`src/rtl/pcs_pkg.sv`:
```
package pcs_pkg;
  typedef enum logic [2:0] {
    PH_MARK0,
    PH_MARK1,
    PH_OPC,
    PH_AHI,
    PH_ALO,
    PH_DATA,
    PH_SKIP
  } phase_e;

  localparam logic [7:0] MARK0_BYTE  = 8'hAA;
  localparam logic [7:0] MARK1_BYTE  = 8'h55;
  localparam logic [7:0] UNLOCK_OPC  = 8'hAC;
  localparam logic [7:0] UNLOCK_KEY  = 8'h53;
endpackage

```
`src/rtl/pcs_sync.sv`:
```
module pcs_sync #(
  parameter int W = 1,
  parameter int STAGES = 2,
  parameter logic [W-1:0] RST_VAL = '0
) (
  input  logic         clk,
  input  logic         rst_n,
  input  logic [W-1:0] d_i,
  output logic [W-1:0] q_o
);
  logic [W-1:0] st [STAGES];

  for (genvar s = 0; s < STAGES; s++) begin : g_stage
    if (s == 0) begin : g_first
      always_ff @(posedge clk or negedge rst_n) begin
        if (!rst_n) st[0] <= RST_VAL;
        else        st[0] <= d_i;
      end
    end else begin : g_next
      always_ff @(posedge clk or negedge rst_n) begin
        if (!rst_n) st[s] <= RST_VAL;
        else        st[s] <= st[s-1];
      end
    end
  end

  assign q_o = st[STAGES-1];
endmodule

```
`src/rtl/pcs_bitlink.sv`:
```
module pcs_bitlink #(
  parameter int DW = 8
) (
  input  logic          clk,
  input  logic          rst_n,
  input  logic          sck_s,
  input  logic          mosi_s,
  input  logic          sel_n_s,
  input  logic          load_en,
  input  logic [DW-1:0] load_data,
  output logic          byte_stb,
  output logic [DW-1:0] byte_val,
  output logic          miso_bit
);
  localparam int CNT_W = $clog2(DW);

  logic             sck_d;
  logic [CNT_W-1:0] bitcnt;
  logic [DW-2:0]    rx_q;
  logic [DW-1:0]    tx_q;
  logic             rise, fall;

  assign rise = !sel_n_s && sck_s && !sck_d;
  assign fall = !sel_n_s && !sck_s && sck_d;

  always_ff @(posedge clk or negedge rst_n) begin
    if (!rst_n) sck_d <= 1'b0;
    else        sck_d <= sck_s;
  end

  always_ff @(posedge clk or negedge rst_n) begin
    if (!rst_n) begin
      bitcnt <= '0;
      rx_q   <= '0;
    end else if (sel_n_s) begin
      bitcnt <= '0;
      rx_q   <= '0;
    end else if (rise) begin
      bitcnt <= bitcnt + CNT_W'(1);
      rx_q   <= {rx_q[DW-3:0], mosi_s};
    end
  end

  assign byte_stb = rise && (bitcnt == CNT_W'(DW - 1));
  assign byte_val = {rx_q, mosi_s};

  // The falling edge that closes the last bit of a byte must not shift,
  // so a byte loaded after that byte keeps its top bit on the line.
  always_ff @(posedge clk or negedge rst_n) begin
    if (!rst_n)                       tx_q <= '0;
    else if (sel_n_s)                 tx_q <= '0;
    else if (load_en)                 tx_q <= load_data;
    else if (fall && bitcnt != '0)    tx_q <= {tx_q[DW-2:0], 1'b0};
  end

  assign miso_bit = tx_q[DW-1];

  a_r1_out_moves_on_fall: assert property (@(posedge clk) disable iff (!rst_n)
    (!$stable(miso_bit) && !sel_n_s && !$past(sel_n_s) && !$past(load_en)) |-> $past(fall));

  a_r2_idle_clears_count: assert property (@(posedge clk) disable iff (!rst_n)
    sel_n_s |=> (bitcnt == '0));
endmodule

```
`src/rtl/pcs_framer.sv`:
```
module pcs_framer
  import pcs_pkg::*;
#(
  parameter int DW = 8,
  parameter int AW = 16,
  parameter int PAGE_BYTES = 64
) (
  input  logic          clk,
  input  logic          rst_n,
  input  logic          sess_act,
  input  logic          sel_n_s,
  input  logic          byte_stb,
  input  logic [DW-1:0] byte_val,
  input  logic [DW-1:0] rd_data_i,
  output logic          enabled_o,
  output logic          load_en,
  output logic [DW-1:0] load_data,
  output logic          cmd_valid_o,
  output logic [DW-1:0] cmd_op_o,
  output logic [AW-1:0] cmd_addr_o,
  output logic          wr_valid_o,
  output logic [DW-1:0] wr_data_o,
  output logic [AW-1:0] wr_addr_o,
  output logic          rd_req_o,
  output logic [AW-1:0] rd_addr_o,
  output logic          frame_end_o
);
  localparam int OFS_W = $clog2(PAGE_BYTES);
  localparam int HI_W  = AW - DW;

  phase_e        phase;
  logic          sel_d;
  logic          echo_ld;
  logic [HI_W-1:0] addr_hi;
  logic [AW-1:0] ptr_q, ptr_nxt;

  assign ptr_nxt = {ptr_q[AW-1:OFS_W], ptr_q[OFS_W-1:0] + OFS_W'(1)};

  assign load_en   = rd_req_o || echo_ld;
  assign load_data = echo_ld ? UNLOCK_KEY : rd_data_i;

  always_ff @(posedge clk or negedge rst_n) begin
    if (!rst_n) begin
      phase       <= PH_MARK0;
      sel_d       <= 1'b1;
      echo_ld     <= 1'b0;
      enabled_o   <= 1'b0;
      addr_hi     <= '0;
      ptr_q       <= '0;
      cmd_valid_o <= 1'b0;
      cmd_op_o    <= '0;
      cmd_addr_o  <= '0;
      wr_valid_o  <= 1'b0;
      wr_data_o   <= '0;
      wr_addr_o   <= '0;
      rd_req_o    <= 1'b0;
      rd_addr_o   <= '0;
      frame_end_o <= 1'b0;
    end else begin
      cmd_valid_o <= 1'b0;
      wr_valid_o  <= 1'b0;
      rd_req_o    <= 1'b0;
      echo_ld     <= 1'b0;
      sel_d       <= sel_n_s;
      frame_end_o <= sel_n_s && !sel_d && sess_act;
      if (!sess_act) enabled_o <= 1'b0;

      if (sel_n_s) begin
        phase <= PH_MARK0;
      end else if (byte_stb) begin
        unique case (phase)
          PH_MARK0: phase <= (byte_val == MARK0_BYTE) ? PH_MARK1 : PH_SKIP;
          PH_MARK1: phase <= (byte_val == MARK1_BYTE) ? PH_OPC : PH_SKIP;
          PH_OPC: begin
            cmd_op_o <= byte_val;
            phase    <= (enabled_o || byte_val == UNLOCK_OPC) ? PH_AHI : PH_SKIP;
          end
          PH_AHI: begin
            addr_hi <= byte_val;
            if (cmd_op_o == UNLOCK_OPC) begin
              if (byte_val == UNLOCK_KEY) begin
                enabled_o <= 1'b1;
                echo_ld   <= 1'b1;
              end
              phase <= PH_SKIP;
            end else begin
              phase <= PH_ALO;
            end
          end
          PH_ALO: begin
            cmd_addr_o  <= {addr_hi, byte_val};
            ptr_q       <= {addr_hi, byte_val};
            rd_addr_o   <= {addr_hi, byte_val};
            cmd_valid_o <= 1'b1;
            rd_req_o    <= 1'b1;
            phase       <= PH_DATA;
          end
          PH_DATA: begin
            wr_valid_o <= 1'b1;
            wr_data_o  <= byte_val;
            wr_addr_o  <= ptr_q;
            ptr_q      <= ptr_nxt;
            rd_req_o   <= 1'b1;
            rd_addr_o  <= ptr_nxt;
          end
          default: phase <= PH_SKIP;
        endcase
      end
    end
  end

  a_r8_cmd_needs_unlock: assert property (@(posedge clk) disable iff (!rst_n)
    cmd_valid_o |-> enabled_o);

  a_r9_session_clears_unlock: assert property (@(posedge clk) disable iff (!rst_n)
    !sess_act |=> !enabled_o);

  a_r3_skip_is_silent: assert property (@(posedge clk) disable iff (!rst_n)
    (phase == PH_SKIP) |=> (!cmd_valid_o && !wr_valid_o));

  a_r5_page_fixed: assert property (@(posedge clk) disable iff (!rst_n)
    wr_valid_o |-> (wr_addr_o[AW-1:OFS_W] == cmd_addr_o[AW-1:OFS_W]));

  a_r10_strobes_apart: assert property (@(posedge clk) disable iff (!rst_n)
    $onehot0({cmd_valid_o, wr_valid_o, frame_end_o, echo_ld}));
endmodule

```
`src/rtl/prog_cmd_slave.sv`:
```
module prog_cmd_slave #(
  parameter int DW = 8,
  parameter int AW = 16,
  parameter int PAGE_BYTES = 64,
  parameter int SYNC_STAGES = 2
) (
  input  logic          clk,
  input  logic          rst_n,
  input  logic          sess_n_i,
  input  logic          sck_i,
  input  logic          mosi_i,
  input  logic          sel_n_i,
  output logic          miso_o,
  output logic          miso_oe_o,
  output logic          cmd_valid_o,
  output logic [DW-1:0] cmd_op_o,
  output logic [AW-1:0] cmd_addr_o,
  output logic          wr_valid_o,
  output logic [DW-1:0] wr_data_o,
  output logic [AW-1:0] wr_addr_o,
  output logic          rd_req_o,
  output logic [AW-1:0] rd_addr_o,
  input  logic [DW-1:0] rd_data_i,
  output logic          frame_end_o
);
  logic [3:0]    pins_s;
  logic          sck_s, mosi_s, sel_raw_s, sess_act, sel_eff_n;
  logic          byte_stb, miso_bit, enabled, load_en;
  logic [DW-1:0] byte_val, load_data;

  pcs_sync #(.W(4), .STAGES(SYNC_STAGES), .RST_VAL(4'b1100)) u_sync (
    .clk(clk), .rst_n(rst_n),
    .d_i({sess_n_i, sel_n_i, mosi_i, sck_i}),
    .q_o(pins_s)
  );

  assign sck_s     = pins_s[0];
  assign mosi_s    = pins_s[1];
  assign sel_raw_s = pins_s[2];
  assign sess_act  = !pins_s[3];
  assign sel_eff_n = sel_raw_s || !sess_act;

  pcs_bitlink #(.DW(DW)) u_link (
    .clk(clk), .rst_n(rst_n),
    .sck_s(sck_s), .mosi_s(mosi_s), .sel_n_s(sel_eff_n),
    .load_en(load_en), .load_data(load_data),
    .byte_stb(byte_stb), .byte_val(byte_val), .miso_bit(miso_bit)
  );

  pcs_framer #(.DW(DW), .AW(AW), .PAGE_BYTES(PAGE_BYTES)) u_framer (
    .clk(clk), .rst_n(rst_n),
    .sess_act(sess_act), .sel_n_s(sel_eff_n),
    .byte_stb(byte_stb), .byte_val(byte_val), .rd_data_i(rd_data_i),
    .enabled_o(enabled), .load_en(load_en), .load_data(load_data),
    .cmd_valid_o(cmd_valid_o), .cmd_op_o(cmd_op_o), .cmd_addr_o(cmd_addr_o),
    .wr_valid_o(wr_valid_o), .wr_data_o(wr_data_o), .wr_addr_o(wr_addr_o),
    .rd_req_o(rd_req_o), .rd_addr_o(rd_addr_o), .frame_end_o(frame_end_o)
  );

  assign miso_o    = miso_bit;
  assign miso_oe_o = enabled && !sel_eff_n;

  a_r11_oe_off_when_locked: assert property (@(posedge clk) disable iff (!rst_n)
    (!enabled && !$past(enabled)) |-> !miso_oe_o);

  a_r2_rd_only_selected: assert property (@(posedge clk) disable iff (!rst_n)
    (sel_eff_n && $past(sel_eff_n)) |-> (!rd_req_o && !wr_valid_o && !cmd_valid_o));
endmodule

```
`config.mk`:
```
export PLATFORM = sky130hd
export DESIGN_NAME = prog_cmd_slave
export DESIGN_NICKNAME = d
export VERILOG_FILES = /design/src/rtl/pcs_pkg.sv /design/src/rtl/pcs_sync.sv /design/src/rtl/pcs_bitlink.sv /design/src/rtl/pcs_framer.sv /design/src/rtl/prog_cmd_slave.sv
export SDC_FILE = /design/constraint.sdc
export NUM_CORES = 1
export LEC_CHECK = 0
export ABC_AREA = 0
export BUFFER_PORTS_ARGS = -buffer_cell sky130_fd_sc_hd__buf_4
export CAP_MARGIN = 20
export CORE_MARGIN = 8
export CORE_UTILIZATION = 40
export CTS_BUF_LIST = sky130_fd_sc_hd__clkbuf_16
export DETAILED_ROUTE_END_ITERATION = 8
export GPL_ROUTABILITY_DRIVEN = 1
export RECOVER_POWER = 25
export SLEW_MARGIN = 20
export SYNTH_ARGS = -nofsm -noshare
export SYNTH_HDL_FRONTEND = slang
export SYNTH_SLANG_ARGS = --single-unit
```
`constraint.sdc`:
```
create_clock -name clk -period 4.37 [get_ports clk]
set_clock_uncertainty 0.15 [all_clocks]
set_input_delay 0 -clock clk [delete_from_list [all_inputs] [get_ports clk]]
set_output_delay 0 -clock clk [all_outputs]
set_load 0.05 [all_outputs]
```
==> results by group <==
Logic synthesis
  • Top FF cell, synth: dfrtp_1
  • Sequential fraction of the synthesis area: 60.2%
  • Synthesized cell area: 4960 µm²
  • Ys Warns: 0
  • Avg Cell Area, Syn: 12.2 µm²
  • Number of synthesized flops with an enable pin: 0
  • Number of synthesized register bits: 119
  • Post-synth ARST share: 100%
  • Synth cell types: 49
  • Syn nets: 425
  • Mapped Cells: 407

Floorplan
  • Die W: 127 µm
  • Die Span Y: 127 µm
  • Area of the die: 16,200 µm²
  • Initial Utilization: 41.1%
  • Row count: 40
  • I/O Pins: 84
  • Core Area: 12,100 µm²

Global routing
  • M2 GR Usage: 21.9%
  • Met1 Resource Use GR: 17.9%
  • GRT Residual Overflow: 0
  • First-pass GRT wire length: 18,200 µm
  • Vias in the first global route: 3,450
  • Largest net degree at the start of global routing: 80
  • Global route hottest layer: met2
  • Antenna violations before repair: 0
  • Total GRT Usage: 14.4%
  • Met3 Use GR: 5.45%

STA
  • Final slew viol count: 80
  • Worst-Margin Slew: 1.92 ns
  • Rel. slew slack: -28.1%
  • Total negative slack: 0 ns
  • Final-report setup violation count: 0
  • Fin. Hold Viols: 0
  • RSZ-0062 raised after global routing: no
  • Max Freq: 392 MHz
  • Final Cycle Share: 58.4%
  • Crit path time final: 2.55 ns

Power and ir drop
  • VDD IR-drop max: 0.243 mV
  • Power per standard cell area: 379 nW/µm²
  • Leakage Power: 0.00316 µW

Clocking
  • CTS clk-pin slew, worst paths: 0.05 ns
  • CTS root buffer: clkbuf_16
  • Post-CTS Repair Setup Buffers: 0
  • CTS tree: done
  • H-tree levels: 4
  • CTS Buffer Depth: 2
  • Clk sink count: 119
  • Cts bufs inserted: 17
  • Clock latency on the worst-skew pair: 0.41 ns

Placed design
  • DPL Wire Length: 7450 µm
  • I/O Buffers: 83
  • Gpl congestion: 0.824
  • Dpl cell area: 5700 µm²

Run status
  • Outcome: finished with violations
  • Failing checks: capacitance limit, slew limit

Route
  • DR WL/cell: 16.3 µm
  • Vias: 3,392
  • DRT iter0 DRCs: 336
  • Pre-antenna DRT Iters: 4
  • Routed Antenna Nets: 0
  • DRC viols: 0
  • Routed Wire Length: 11,100 µm
  • Via/cell ratio: 4.97

Finish
  • Fillers: 1,066
  • Layout area overhead: 28.3%
  • Commonest cells after routing, fill and taps aside: dfrtp_1 (114), buf_4 (81), nand2_1 (57), mux2_1 (54), nor2_1 (29)
  • Core Util, Final: 52.8%
  • Share of cells above drive strength 1: 26.5%
  • Diode count: 0
  • Commonest non-fill, non-tap cell in the layout: dfrtp_1
  • Final nets: 519
  • Design Area, Final: 6370 µm²

Worst setup path
  • Setup CP Type: reg2reg
  • Critical path endpoint category: flip-flop
  • Arrival time of the worst setup path: 2.69 ns
  • Crit Path Max Fanout: 21
  • Critical Path RT: 4.51 ns
  • Worst Setup Start Kind: flip-flop

Hold path
  • HP Class: in2reg

Flow run
  • Total of max-cap violations: 1
-- sequential cells by signal (all words and copies together), names as in the netlist --
signal and cells:
u_framer.rd_addr_o 16, u_link.rx_q 7, u_sync.st 4, u_link.bitcnt 3, u_framer.echo_ld 1, u_framer.cmd_op_o 8
u_sync.q_o 4, u_framer.ptr_q 10, u_framer.sel_d 1, u_framer.wr_addr_o 16, u_framer.phase 3, u_framer.addr_hi 8
u_framer.enabled_o 1, u_framer.rd_req_o 1, u_framer.cmd_valid_o 1, u_framer.wr_valid_o 1, u_link.sck_d 1, u_framer.cmd_addr_o 16
u_framer.frame_end_o 1, u_link.tx_q 8, u_framer.wr_data_o 8
-- synth_stat cells, types with 2 or more instances --
master | count | share of area (%)
dfrtp_1 | 114 | 58
nand2_1 | 57 | 4.3
mux2_1 | 54 | 12
nor2_1 | 29 | 2.2
buf_2 | 13 | 1.3
a31oi_1 | 12 | 1.5
a21oi_1 | 11 | 1.1
mux2i_1 | 9 | 1.8
clkbuf_1 | 8 | 0.61
inv_1 | 8 | 0.61
mux2_2 | 8 | 1.8
a211oi_1 | 7 | 1.1
nand3_1 | 7 | 0.71
dfstp_2 | 5 | 2.6
nor2b_1 | 5 | 0.63
o21ai_0 | 5 | 0.50
o21ai_1 | 5 | 0.50
ha_1 | 4 | 1.0
and3b_1 | 3 | 0.53
buf_4 | 3 | 0.45
nor3b_1 | 3 | 0.45
a22o_1 | 2 | 0.35
a2bb2oi_1 | 2 | 0.35
a41oi_1 | 2 | 0.35
and4_1 | 2 | 0.35
inv_2 | 2 | 0.15
nand2b_1 | 2 | 0.25
nand4_1 | 2 | 0.25
nor2_4 | 2 | 0.45
nor3_1 | 2 | 0.20
-- layer usage --
layer / routed length [µm] / up-vias
met5: 0 / -
met4: 174 / 0
met3: 761 / 15
met2: 5100 / 99
met1: 5040 / 1668
li1: - / 1610
-- cells by family after synthesis --
group	after synthesis	share of synthesized area (%)
buffers and inverters	34	3.13
DFF	119	60.2
adders and majority gates	4	1.01
muxes	71	15.9
xor gates and xnor gates	1	0.177
and+or+nand+nor	124	12.6
AOI/OAI and AO/OA	54	7.04
-- worst paths after layout --
| kind | endpoint | slack (ns) | cells after the start | start |
|---|---|---|---|---|
| worst min register to register | u_sync.q_o[0] | 0.20 | 0 | u_sync.st[4] |
| worst max register to register | u_framer.ptr_q[9] | 1.82 | 6 | u_link.bitcnt[1] |
| min in group asynchronous | u_framer.wr_data_o[6] | 0.51 | 2 | rst_n |
| worst max-delay path | u_framer.ptr_q[9] | 1.82 | 6 | u_link.bitcnt[1] |
| worst min-delay path | u_sync.st[7] | 0.1 | 2 | sess_n_i |
| max in group asynchronous | u_framer.rd_addr_o[8] | 2.13 | 3 | rst_n |
-- final cells by class --
| type | instances | area, µm² | share of cell area [%] |
|---|---|---|---|
| tap | 168 | 210 | 3.30 |
| clock buffer | 17 | 425 | 6.68 |
| sequential | 119 | 2980 | 46.9 |
| timing repair buffer | 99 | 773 | 12.1 |
| multi-input combinational | 254 | 1820 | 28.6 |
| clock inverter | 15 | 115 | 1.81 |
| inverter | 10 | 37.5 | 0.590 |
-- power breakdown --
group / internal (µW) / switching [µW] / leakage [µW]
Sequential: 1110 / 5.74 / 0.00163
Combinational: 19.2 / 34.9 / 0.00127
Clock: 767 / 474 / 0.000254
Total: 1900 / 514 / 0.00316
-- worst max-delay path, stage by stage, from the launching register on --
cell and delay [ns]:
dfrtp_1 0.37, ha_1 0.16, ha_1 0.18, and3b_1 0.20, nand4_1 0.56, buf_4 0.47
mux2_1 0.34
-- what timing repair did --
| item | CTS | global route |
|---|---|---|
| setup endpoints to repair | 0 | 0 |
| hold buffers | 13 | 0 |
| hold endpoints to repair | 85 | 0 |
| gates resized for setup | 0 | 0 |
-- metrics by stage --
stage / instances / total power [µW] / setup slack [ns] / hold slack (ns)
6_report: 682 / 2410 / 1.82 / 0.0999
5_1_grt: 682 / 2500 / 1.64 / 0.0893
4_1_cts: 682 / 2450 / 1.83 / 0.0687
3_5_place_dp: 637 / 1180 / 1.84 / -0.0394
3_3_place_gp: 637 / 1180 / 1.93 / -0.0399
2_1_floorplan: 407 / 1150 / 2.47 / -0.446
Note: power is estimated with default switching activity, not from simulation.
